### src/rtl/pic_pkg.sv
package pic_pkg;
  localparam int PIC_DATA_W = 8;
  localparam int PIC_LINES  = 8;

  typedef enum logic [1:0] {
    INIT_IDLE = 2'd0,
    INIT_W2   = 2'd1,
    INIT_W3   = 2'd2,
    INIT_W4   = 2'd3
  } init_st_t;

  typedef enum logic {
    SEL_REQ = 1'b0,
    SEL_SVC = 1'b1
  } rsel_t;

  localparam logic [7:0] CMD_SEL_REQ = 8'h0A;
  localparam logic [7:0] CMD_SEL_SVC = 8'h0B;
  localparam logic [7:0] CMD_NSEOI   = 8'h20;
  localparam logic [4:0] CMD_SEOI_HI = 5'b01100;
endpackage

### src/rtl/pic_cmd_decode.sv
module pic_cmd_decode #(
  parameter int DATA_W = 8,
  parameter int LINE_W = 3
) (
  input  logic              wr,
  input  logic              addr,
  input  logic [DATA_W-1:0] wdata,
  output logic              icw1,
  output logic              ocw,
  output logic              data1,
  output logic              sel_req,
  output logic              sel_svc,
  output logic              nseoi,
  output logic              seoi,
  output logic [LINE_W-1:0] seoi_line
);
  import pic_pkg::*;

  always_comb begin
    icw1      = wr && !addr && wdata[4];
    ocw       = wr && !addr && !wdata[4];
    data1     = wr && addr;
    sel_req   = ocw && (wdata == CMD_SEL_REQ);
    sel_svc   = ocw && (wdata == CMD_SEL_SVC);
    nseoi     = ocw && (wdata == CMD_NSEOI);
    seoi      = ocw && (wdata[7:3] == CMD_SEOI_HI);
    seoi_line = wdata[LINE_W-1:0];
  end
endmodule

### src/rtl/pic_init_seq.sv
module pic_init_seq #(
  parameter int VB_W = 5
) (
  input  logic            clk,
  input  logic            rst_n,
  input  logic            icw1,
  input  logic            ocw,
  input  logic            data1,
  input  logic [VB_W-1:0] vb_din,
  output logic            mask_we,
  output logic [VB_W-1:0] vec_base
);
  import pic_pkg::*;

  init_st_t st;

  assign mask_we = data1 && (st == INIT_IDLE);

  always_ff @(posedge clk) begin
    if (!rst_n) begin
      st       <= INIT_IDLE;
      vec_base <= '0;
    end else if (icw1) begin
      st <= INIT_W2;
    end else if (ocw) begin
      st <= INIT_IDLE;
    end else if (data1) begin
      case (st)
        INIT_W2: begin
          vec_base <= vb_din;
          st       <= INIT_W3;
        end
        INIT_W3: st <= INIT_W4;
        INIT_W4: st <= INIT_IDLE;
        default: st <= INIT_IDLE;
      endcase
    end
  end

  p_w4_returns_r3: assert property (@(posedge clk) disable iff (!rst_n)
    (data1 && !icw1 && (st == INIT_W4)) |=> (st == INIT_IDLE));

  p_vb_load_r3: assert property (@(posedge clk) disable iff (!rst_n)
    (data1 && (st == INIT_W2)) |=> (vec_base == $past(vb_din)));

  p_restart_r2: assert property (@(posedge clk) disable iff (!rst_n)
    icw1 |=> (st == INIT_W2));

  p_abort_r4: assert property (@(posedge clk) disable iff (!rst_n)
    ocw |=> (st == INIT_IDLE));
endmodule

### src/rtl/pic_prio_core.sv
module pic_prio_core #(
  parameter int N_IRQ  = 8,
  parameter int LINE_W = 3
) (
  input  logic              clk,
  input  logic              rst_n,
  input  logic [N_IRQ-1:0]  irq_in,
  input  logic              ack,
  input  logic              nseoi,
  input  logic              seoi,
  input  logic [LINE_W-1:0] seoi_line,
  input  logic              mask_we,
  input  logic [N_IRQ-1:0]  mask_din,
  output logic [N_IRQ-1:0]  irr,
  output logic [N_IRQ-1:0]  isr,
  output logic [N_IRQ-1:0]  imr,
  output logic              int_out
);
  logic [N_IRQ-1:0] prev_in, rise, svc_upto, cand, grant, line_oh;
  logic [N_IRQ-1:0] clr_req, clr_svc;

  assign rise = irq_in & ~prev_in;

  generate
    for (genvar i = 0; i < N_IRQ; i++) begin : g_ceil
      if (i == 0) begin : g_first
        assign svc_upto[i] = isr[i];
      end else begin : g_rest
        assign svc_upto[i] = svc_upto[i-1] | isr[i];
      end
    end
  endgenerate

  assign cand    = irr & ~imr & ~svc_upto;
  assign int_out = |cand;
  assign grant   = ack ? (cand & (~cand + N_IRQ'(1))) : '0;
  assign line_oh = N_IRQ'(1) << seoi_line;

  always_comb begin
    clr_req = grant;
    clr_svc = '0;
    if (nseoi) begin
      clr_req = clr_req | isr;
      clr_svc = '1;
    end
    if (seoi) begin
      clr_req = clr_req | line_oh;
      clr_svc = clr_svc | line_oh;
    end
  end

  always_ff @(posedge clk) begin
    if (!rst_n) begin
      prev_in <= '0;
      irr     <= '0;
      isr     <= '0;
      imr     <= '0;
    end else begin
      prev_in <= irq_in;
      irr     <= (irr & ~clr_req) | rise;
      isr     <= (isr & ~clr_svc) | grant;
      if (mask_we) imr <= mask_din;
    end
  end

  p_nseoi_empties_r6: assert property (@(posedge clk) disable iff (!rst_n)
    (nseoi && !ack) |=> (isr == '0));

  p_seoi_clears_r7: assert property (@(posedge clk) disable iff (!rst_n)
    (seoi && !ack) |=> !isr[$past(seoi_line)]);

  p_ack_adds_one_r12: assert property (@(posedge clk) disable iff (!rst_n)
    (ack && int_out && !nseoi && !seoi) |=> ($countones(isr) == $countones($past(isr)) + 1));

  p_ack_idle_r12: assert property (@(posedge clk) disable iff (!rst_n)
    (ack && !int_out && !nseoi && !seoi) |=> $stable(isr));

  p_all_masked_quiet_r11: assert property (@(posedge clk) disable iff (!rst_n)
    (imr == '1) |-> !int_out);

  p_rise_latches_r10: assert property (@(posedge clk) disable iff (!rst_n)
    (irq_in[0] && !prev_in[0]) |=> irr[0]);
endmodule

### src/rtl/pic_regif.sv
module pic_regif #(
  parameter int DATA_W = 8,
  parameter int N_IRQ  = 8
) (
  input  logic              clk,
  input  logic              rst_n,
  input  logic              addr,
  input  logic [DATA_W-1:0] wdata,
  input  logic              wr,
  input  logic              rd,
  output logic [DATA_W-1:0] rdata,
  input  logic [N_IRQ-1:0]  irq_in,
  input  logic              ack,
  output logic              int_out,
  output logic [DATA_W-4:0] vec_base
);
  import pic_pkg::*;

  localparam int LINE_W = $clog2(N_IRQ);
  localparam int VB_W   = DATA_W - 3;

  logic icw1, ocw, data1, sel_req, sel_svc, nseoi, seoi, mask_we;
  logic [LINE_W-1:0] seoi_line;
  logic [N_IRQ-1:0]  irr, isr, imr;
  rsel_t             rsel;
  logic [DATA_W-1:0] rd_mux;

  pic_cmd_decode #(.DATA_W(DATA_W), .LINE_W(LINE_W)) u_dec (
    .wr(wr), .addr(addr), .wdata(wdata),
    .icw1(icw1), .ocw(ocw), .data1(data1),
    .sel_req(sel_req), .sel_svc(sel_svc),
    .nseoi(nseoi), .seoi(seoi), .seoi_line(seoi_line)
  );

  pic_init_seq #(.VB_W(VB_W)) u_init (
    .clk(clk), .rst_n(rst_n),
    .icw1(icw1), .ocw(ocw), .data1(data1),
    .vb_din(wdata[DATA_W-1:3]),
    .mask_we(mask_we), .vec_base(vec_base)
  );

  pic_prio_core #(.N_IRQ(N_IRQ), .LINE_W(LINE_W)) u_core (
    .clk(clk), .rst_n(rst_n),
    .irq_in(irq_in), .ack(ack),
    .nseoi(nseoi), .seoi(seoi), .seoi_line(seoi_line),
    .mask_we(mask_we), .mask_din(wdata[N_IRQ-1:0]),
    .irr(irr), .isr(isr), .imr(imr), .int_out(int_out)
  );

  always_comb begin
    if (addr)                rd_mux = DATA_W'(imr);
    else if (rsel == SEL_SVC) rd_mux = DATA_W'(isr);
    else                      rd_mux = DATA_W'(irr);
  end

  always_ff @(posedge clk) begin
    if (!rst_n) begin
      rsel  <= SEL_REQ;
      rdata <= '0;
    end else begin
      if (sel_req)      rsel <= SEL_REQ;
      else if (sel_svc) rsel <= SEL_SVC;
      if (rd) rdata <= rd_mux;
    end
  end

  p_mask_load_r8: assert property (@(posedge clk) disable iff (!rst_n)
    mask_we |=> (imr == $past(wdata[N_IRQ-1:0])));

  p_svc_select_r5: assert property (@(posedge clk) disable iff (!rst_n)
    (rd && !addr && (rsel == SEL_SVC)) |=> (rdata == DATA_W'($past(isr))));
endmodule

### config.mk
export PLATFORM = sky130hd
export DESIGN_NAME = pic_regif
export DESIGN_NICKNAME = d
export VERILOG_FILES = /design/src/rtl/pic_pkg.sv /design/src/rtl/pic_cmd_decode.sv /design/src/rtl/pic_init_seq.sv /design/src/rtl/pic_prio_core.sv /design/src/rtl/pic_regif.sv
export SDC_FILE = /design/constraint.sdc
export NUM_CORES = 1
export LEC_CHECK = 0
export BUFFER_PORTS_ARGS = -buffer_cell sky130_fd_sc_hd__buf_2
export CAP_MARGIN = 20
export CORE_UTILIZATION = 45
export DETAILED_ROUTE_END_ITERATION = 12
export GPL_ROUTABILITY_DRIVEN = 0
export HOLD_SLACK_MARGIN = 0.08
export PLACE_DENSITY = 0.65
export SLEW_MARGIN = 20
export SYNTH_ARGS = -nofsm -noshare
export SYNTH_HDL_FRONTEND = slang
export SYNTH_SLANG_ARGS = --single-unit
export TNS_END_PERCENT = 100
### constraint.sdc
create_clock -name clk -period 2 [get_ports clk]
set_input_delay 0.1 -clock clk [delete_from_list [all_inputs] [get_ports clk]]
set_output_delay 0.1 -clock clk [all_outputs]
set_load 0.005 [all_outputs]
# After elaboration in Yosys (flattened, before gate mapping)
# Index checks and enable logic that the tools add are counted.
classes:
  n_addsub: 1
  mul: 0
  div_mod_pow: 0
  order_cmp: 0
  n_eq_ne: 6
  shifts: 1
  mux: 11
  n_bitwise: 27
  reduce_logical: 17
op_table:
  columns: ["cell", "count"]
  rows:
  - ["8-bit 2-to-1 mux", 7]
  - ["8-bit AND", 6]
  - ["8-bit NOT", 6]
  - ["8-bit bitwise OR", 5]
  - ["8-bit by 4-bit == test with 1-bit output (second input constant)", 2]
  - ["1-bit logical AND", 9]
  - ["8-bit by 1-bit adder with 8-bit output (second input constant)", 1]
  - ["8-bit by 6-bit == test with 1-bit output (second input constant)", 1]
  - ["8-bit OR reduction", 1]
  - ["1-bit by 3-bit << shifter with 8-bit output (first input constant)", 1]
  - ["1-bit bitwise OR", 7]
  - ["5-bit by 4-bit == test with 1-bit output (second input constant)", 1]
  - ["2-bit one-hot mux with 2 select lines", 1]
  - ["4-bit AND reduction", 1]
  - ["1-bit 2-to-1 mux", 3]
  - ["1-bit NOT", 3]
  - ["3-bit nonzero test", 1]
  - ["3-bit OR reduction", 1]
  - ["2-bit by 1-bit == test with 1-bit output (second input constant)", 1]
  - ["2-bit == test (second input constant)", 1]
  - ["1-bit zero test", 2]
  - ["2-bit zero test", 1]
  - ["2-bit OR reduction", 1]
word_totals:
  regBits: 48
  latch_bits: 0
  ram_bits: 0
  rom_bits: 0
  inputBits: 22
  word_cells: 72
  mem_count: 0

# Longest topological paths before layout
depth:
  depth_word: 20
  mapped_depth: 7

# Modules after synthesis
# From an unflattened synthesis, not the netlist that was laid out.
hier_totals:
  hier_cells: 260
  area_unflattened_um2: 2444.8
by_module_without_submodules:
  columns: ["module", "n_inst", "cells_per_inst", "area_each_um2", "seq_area_each_um2"]
  rows:
  - ["pic_prio_core", 1, 159, 1440.1, 640.6]
  - ["pic_regif", 1, 49, 519.2, 180.2]
  - ["pic_init_seq", 1, 37, 351.6, 140.1]
  - ["pic_cmd_decode", 1, 15, 133.9, 0.0]

# Worst setup path before layout
# Ideal clock, no wire load.
synth_path:
  path_type: "flip-flop to flip-flop"
  start: "reg u_core.isr[0]"
  end: "reg u_core.irr[7]"
  arrival_time_ps: 1657
  setup_slack_ps: 211
  stages_incl_launch_ff: 6
  period_less_slack_ps: 1789
  path_cell_list: "dfxtp_1 or4_4 nor4_4 nand4_2 nor4b_2 o22ai_1"
synth_between:
  elab_chain_len: 20
synth_lines:
  columns: ["item", "line", "text"]
  rows:
  - ["from (decl)", "pic_prio_core.sv:15", "output logic [N_IRQ-1:0] isr,"]
  - ["from (signal assigned)", "pic_prio_core.sv:61", "isr <= (isr & ~clr_svc) | grant;"]
  - ["1-bit bitwise OR (7 in series)", "pic_prio_core.sv:29", "assign svc_upto[i] = svc_upto[i-1] | isr[i];"]
  - ["8-bit NOT (*)", "pic_prio_core.sv:34", "assign cand = irr & ~imr & ~svc_upto;"]
  - ["8-bit AND (*)", "pic_prio_core.sv:34", null]
  - ["8-bit NOT", "pic_prio_core.sv:36", "assign grant = ack ? (cand & (~cand + N_IRQ'(1))) : '0;"]
  - ["8-bit by 1-bit adder with 8-bit output", "pic_prio_core.sv:36", null]
  - ["8-bit AND (*)", "pic_prio_core.sv:36", null]
  - ["8-bit 2-to-1 mux (*)", "pic_prio_core.sv:36", null]
  - ["8-bit bitwise OR", "pic_prio_core.sv:43", "clr_req = clr_req | isr;"]
  - ["8-bit 2-to-1 mux (*)", "pic_prio_core.sv:42", "if (nseoi) begin"]
  - ["8-bit bitwise OR", "pic_prio_core.sv:47", "clr_req = clr_req | line_oh;"]
  - ["8-bit 2-to-1 mux (*)", "pic_prio_core.sv:46", "if (seoi) begin"]
  - ["8-bit NOT (*)", "pic_prio_core.sv:60", "irr <= (irr & ~clr_req) | rise;"]
  - ["8-bit AND (*)", "pic_prio_core.sv:60", null]
  - ["8-bit bitwise OR (*)", "pic_prio_core.sv:60", null]
  - ["to (signal assigned)", "pic_prio_core.sv:60", null]
  - ["to (decl)", "pic_prio_core.sv:14", "output logic [N_IRQ-1:0] irr,"]
# Every way passes the cells marked *; elsewhere a longest branch is shown, timed or not.
# A chain may end at the register's enable or synchronous reset.

# Final worst setup path
layout_path:
  start: "reg u_core.isr[0]"
  end: "out int_out"
layout_between:
  elab_chain_len: 10
layout_lines:
  columns: ["item", "line", "text"]
  rows:
  - ["1-bit bitwise OR (7 in series)", "pic_prio_core.sv:29", null]
  - ["8-bit NOT (*)", "pic_prio_core.sv:34", null]
  - ["8-bit AND (*)", "pic_prio_core.sv:34", null]
  - ["8-bit OR reduction (*)", "pic_prio_core.sv:35", "assign int_out = |cand;"]
  - ["to (decl)", "pic_regif.sv:14", "output logic int_out,"]
# Marks and branches as above.

==> report_table.html <==
<table>
<tr><th>Metric</th><th>Value</th></tr>
<tr><th colspan="2">Die</th></tr>
<tr><td>Floorplan row count</td><td>26</td></tr>
<tr><td>Die area</td><td>5590 um^2</td></tr>
<tr><td>Chip height</td><td>74.7 um</td></tr>
<tr><td>Die width</td><td>approximately 75 um</td></tr>
<tr><td>Core Region</td><td>roughly 5100 um^2</td></tr>
<tr><td>Initial core utilization</td><td>a little under half</td></tr>
<tr><td>I/O Pins</td><td>36</td></tr>
<tr><th colspan="2">Setup path</th></tr>
<tr><td>Critical path depth</td><td>5</td></tr>
<tr><td>Worst-path maximum fanout</td><td>2</td></tr>
<tr><td>R2R Setup Slk</td><td>0.05 ns</td></tr>
<tr><td>FF-to-FF path depth</td><td>6</td></tr>
<tr><td>Bufs and invs on worst path</td><td>1</td></tr>
<tr><td>Reg-to-reg critical path endpoint</td><td>u_core.irr[7]$_SDFF_PN0_</td></tr>
<tr><td>Critical Path End Type</td><td>primary output</td></tr>
<tr><td>Data arrival time of the worst path</td><td>1.88 ns</td></tr>
<tr><td>Critical Path, Cell by Cell</td><td>or4_4 &gt; or3b_4 &gt; and2_4 &gt; nand3_2 &gt; buf_2</td></tr>
<tr><td>Slowest cell on the critical path</td><td>sky130_fd_sc_hd__or4_4</td></tr>
<tr><td>Startpoint of the worst-slack reg-to-reg timing path</td><td>u_core.isr[0]$_SDFF_PN0_</td></tr>
<tr><td>Worst setup endpoint</td><td>int_out</td></tr>
<tr><td>Start-to-end type of the worst setup path</td><td>register to primary output</td></tr>
<tr><td>CP startpoint</td><td>u_core.isr[0]$_SDFF_PN0_</td></tr>
<tr><td>Data required time of the critical path</td><td>1.90 ns</td></tr>
<tr><td>Critical path's largest stage delay</td><td>between 0.5 and 0.6 ns</td></tr>
<tr><td>Largest delay contributor family on the critical path</td><td>simple AND/OR/NAND/NOR gates</td></tr>
<tr><td>CP startpoint kind</td><td>register</td></tr>
<tr><th colspan="2">Finish</th></tr>
<tr><td>Leading cell types in the layout, fill and taps excluded</td><td>47 x sky130_fd_sc_hd__dfxtp_1, 35 x sky130_fd_sc_hd__buf_2, 30 x sky130_fd_sc_hd__mux2i_1</td></tr>
<tr><td>Leading cell type in the layout, fill and taps excluded</td><td>sky130_fd_sc_hd__dfxtp_1</td></tr>
<tr><td>Number of fill cells in the layout</td><td>483</td></tr>
<tr><td>Net count of the finished layout</td><td>336</td></tr>
<tr><td>Area grow syn2layout</td><td>20.2%</td></tr>
<tr><td>Final Instance Area</td><td>2860 um^2</td></tr>
<tr><td>Fraction of layout instances using a drive strength above 1</td><td>between 20% and 30%</td></tr>
<tr><td>Antenna Diode Count</td><td>0</td></tr>
<tr><td>Layout Cells excl Fill</td><td>around 380</td></tr>
<tr><th colspan="2">Pwr</th></tr>
<tr><td>Peak supply drop</td><td>0.000370 V</td></tr>
<tr><td>Cell Pwr Density</td><td>about 730 nW/um^2</td></tr>
<tr><td>Leakage power of the design</td><td>0.00126 uW</td></tr>
<tr><td>Total power of the final layout</td><td>2090 uW</td></tr>
<tr><th colspan="2">Placement</th></tr>
<tr><td>Placement-stage worst setup slack</td><td>between 0.15 and 0.2 ns</td></tr>
<tr><td>Area after detailed placement</td><td>2620 um^2</td></tr>
<tr><td># port buffers</td><td>35</td></tr>
<tr><td>Final HPWL DP</td><td>3770 um</td></tr>
<tr><td>Placed Cells incl. Taps</td><td>about 360</td></tr>
<tr><th colspan="2">Timing</th></tr>
<tr><td>Final Max Tran Viols</td><td>0</td></tr>
<tr><td>RSZ-0062 raised after global routing</td><td>true</td></tr>
<tr><td>Number of setup violations in the final report</td><td>0</td></tr>
<tr><td>Worst Tran Pin Value</td><td>approximately 0.7 ns</td></tr>
<tr><td>Count of final hold-check violations</td><td>0</td></tr>
<tr><td>Final critical-path setup slack</td><td>~0.024 ns</td></tr>
<tr><td>Max-slew headroom</td><td>roughly half</td></tr>
<tr><td>Post-route minimum period</td><td>1.98 ns</td></tr>
<tr><td>Achievable Freq</td><td>506 MHz</td></tr>
<tr><td>Post-route fraction of the period consumed by the critical path</td><td>between 90% and 100%</td></tr>
<tr><td>Post-route clock skew</td><td>0.00770 ns</td></tr>
<tr><th colspan="2">Clock tree</th></tr>
<tr><td>Clock tree buffer depth</td><td>2</td></tr>
<tr><td>Level count of the clock H-tree</td><td>2</td></tr>
<tr><td>TritonCTS clock tree</td><td>done</td></tr>
<tr><td>Clock-pin slew on the worst setup and hold paths</td><td>around 0.09 ns</td></tr>
<tr><td>Sink Count</td><td>48</td></tr>
<tr><td>Clock root buffer</td><td>sky130_fd_sc_hd__clkbuf_8</td></tr>
<tr><td>Clock latency on the worst-skew pair</td><td>0.30 ns</td></tr>
<tr><td>Number of CTS-inserted buffers</td><td>5</td></tr>
<tr><th colspan="2">Synthesis</th></tr>
<tr><td>Number of flip-flops and latches in the synthesized netlist</td><td>48</td></tr>
<tr><td>Count of flip-flops with a built-in enable after synthesis</td><td>0</td></tr>
<tr><td>Yosys warning count</td><td>0</td></tr>
<tr><td>Proportion of synthesized chip area in sequential cells</td><td>40.4%</td></tr>
<tr><td>Cell count after synthesis</td><td>~270</td></tr>
<tr><td>Average cell area after synthesis</td><td>8.99 um^2</td></tr>
<tr><td>Synth async-reset ratio</td><td>0%</td></tr>
<tr><td>Synth unique cells</td><td>46</td></tr>
<tr><td>Area of the mapped netlist</td><td>2380 um^2</td></tr>
<tr><td>Most used DFF post-synth</td><td>sky130_fd_sc_hd__dfxtp_1</td></tr>
<tr><td>Post-synthesis net count</td><td>290</td></tr>
<tr><th colspan="2">Drt</th></tr>
<tr><td>Number of detailed-routing iterations run before antenna repair</td><td>4</td></tr>
<tr><td>Wire length reported by the detailed router</td><td>5360 um</td></tr>
<tr><td>Residual DRC count</td><td>0</td></tr>
<tr><td>Antenna Nets Post-Route</td><td>0</td></tr>
<tr><td>Vias</td><td>1972</td></tr>
<tr><td>Routed via count divided by cell count</td><td>5.16</td></tr>
<tr><td>Per-cell routed wire length</td><td>14.0 um</td></tr>
<tr><td>Drt initial violations</td><td>129</td></tr>
<tr><th colspan="2">Global routing</th></tr>
<tr><td>Number of global-route vias before repair</td><td>1808</td></tr>
<tr><td>Largest net degree at the start of global routing</td><td>46</td></tr>
<tr><td>Wire length of the first global-routing pass</td><td>8600 um</td></tr>
<tr><td>Sum of overflow across all layers after global routing</td><td>0</td></tr>
<tr><td>Total track usage</td><td>20.8%</td></tr>
<tr><td>Number of antenna violations at the first check in global routing</td><td>0</td></tr>
<tr><th colspan="2">Run status</th></tr>
<tr><td>Outcome</td><td>finished, final reports clean</td></tr>
<tr><th colspan="2">Hold path</th></tr>
<tr><td>Startpoint of the worst hold path</td><td>wdata[7]</td></tr>
<tr><td>Hold Path Class</td><td>input pin to register</td></tr>
<tr><th colspan="2">Run</th></tr>
<tr><td>Max cap viols</td><td>0</td></tr>
</table>
==> worst min-delay path: stages <==
cell and delay [ns]:
sky130_fd_sc_hd__buf_2 0.12, sky130_fd_sc_hd__mux2i_1 0.07, sky130_fd_sc_hd__nor2b_1 0.09
==> per-layer routing <==
| layer | wire, um | global-route usage [%] | share of wire [%] |
|---|---|---|---|
| met5 | 0 | 0 | 0 |
| met4 | 102 | 7.76 | 1.9 |
| met3 | 264 | 4.55 | 4.9 |
| met2 | 2330 | 32.2 | 43 |
| met1 | 2670 | 28.2 | 50 |
==> area by class of cell <==
class | count | area [um^2] | area share [%]
timing repair buffer | 53 | 330 | 11.5
tap | 70 | 87.6 | 3.06
sequential | 48 | 962 | 33.6
inverter | 13 | 48.8 | 1.70
clock buffer | 6 | 72.6 | 2.53
clock inverter | 2 | 35.0 | 1.22
multi-input combinational | 190 | 1330 | 46.3
==> how the worst min path moves through the flow <==
stage	cells after the start	to
5_1_grt	3	u_init.vec_base[4]$_SDFFE_PN0P_
3_3_place_gp	3	u_core.prev_in[1]$_SDFF_PN0_
2_1_floorplan	2	u_core.prev_in[3]$_SDFF_PN0_
4_1_cts	3	rsel$_SDFFE_PP0P_
3_5_place_dp	3	u_core.prev_in[3]$_SDFF_PN0_
6_report	3	u_init.vec_base[4]$_SDFFE_PN0P_
==> Yosys cell counts (all sizes together), types with 3 or more instances <==
| library cell | count | share of area (%) |
|---|---|---|
| or3b | 3 | 1.2 |
| o22ai | 5 | 1.3 |
| nand3 | 10 | 2.1 |
| inv | 13 | 2.0 |
| dfxtp | 48 | 40 |
| nor4b | 3 | 1.4 |
| and2 | 7 | 1.8 |
| nand2 | 27 | 4.3 |
| a21oi | 11 | 2.3 |
| clkbuf | 11 | 2.2 |
| buf | 3 | 0.84 |
| ha | 3 | 1.6 |
| a21boi | 4 | 1.3 |
| o21ai | 13 | 2.7 |
| mux2i | 30 | 13 |
| nor3 | 4 | 0.84 |
| nor2b | 25 | 6.6 |
| nand4 | 6 | 1.8 |
| nor4 | 3 | 2.0 |
| nor2 | 10 | 1.6 |
==> logic make-up after synthesis <==
family / Yosys count / share of synthesized area, %
AO/OA/AOI/OAI: 45 / 12.0
AND/OR/NAND/NOR: 112 / 28.4
buffers and inverters: 27 / 5.04
adder cells (fa/ha/maj): 3 / 1.58
multiplexers: 30 / 12.6
flip-flops: 48 / 40.4
==> sequential cells by signal (all words and copies together) (netlist names) <==
register	flops
u_init.vec_base	5
u_core.isr	8
u_core.irr	8
u_init.st	2
u_core.prev_in	8
rsel	1
rdata	8
u_core.imr	8
==> metrics by stage <==
stage	TNS, ns	utilization, %	hold WS, ns
after floorplan	0	-	0.211
after global placement	0	51.2	0.302
after detailed placement	0	51.2	0.307
after CTS	0	55.4	0.0995
after global routing	-0.0541	56.1	0.108
final	0	56.1	0.107
==> timing repair <==
item | in CTS | in global routing
buffers inserted | 3 | 1
resized for setup | 1 | 5
setup endpoints to repair | 1 | 4
pin swaps | 2 | 5
hold buffers | 8 | 0
endpoints found under the hold margin | 12 | 0
==> report_power, final <==
part | internal [uW] | switching [uW] | total [uW]
combinational | 179 | 183 | 362
sequential | 1010 | 38.3 | 1050
clock | 371 | 314 | 685
Note: power is estimated with default switching activity, not from simulation.
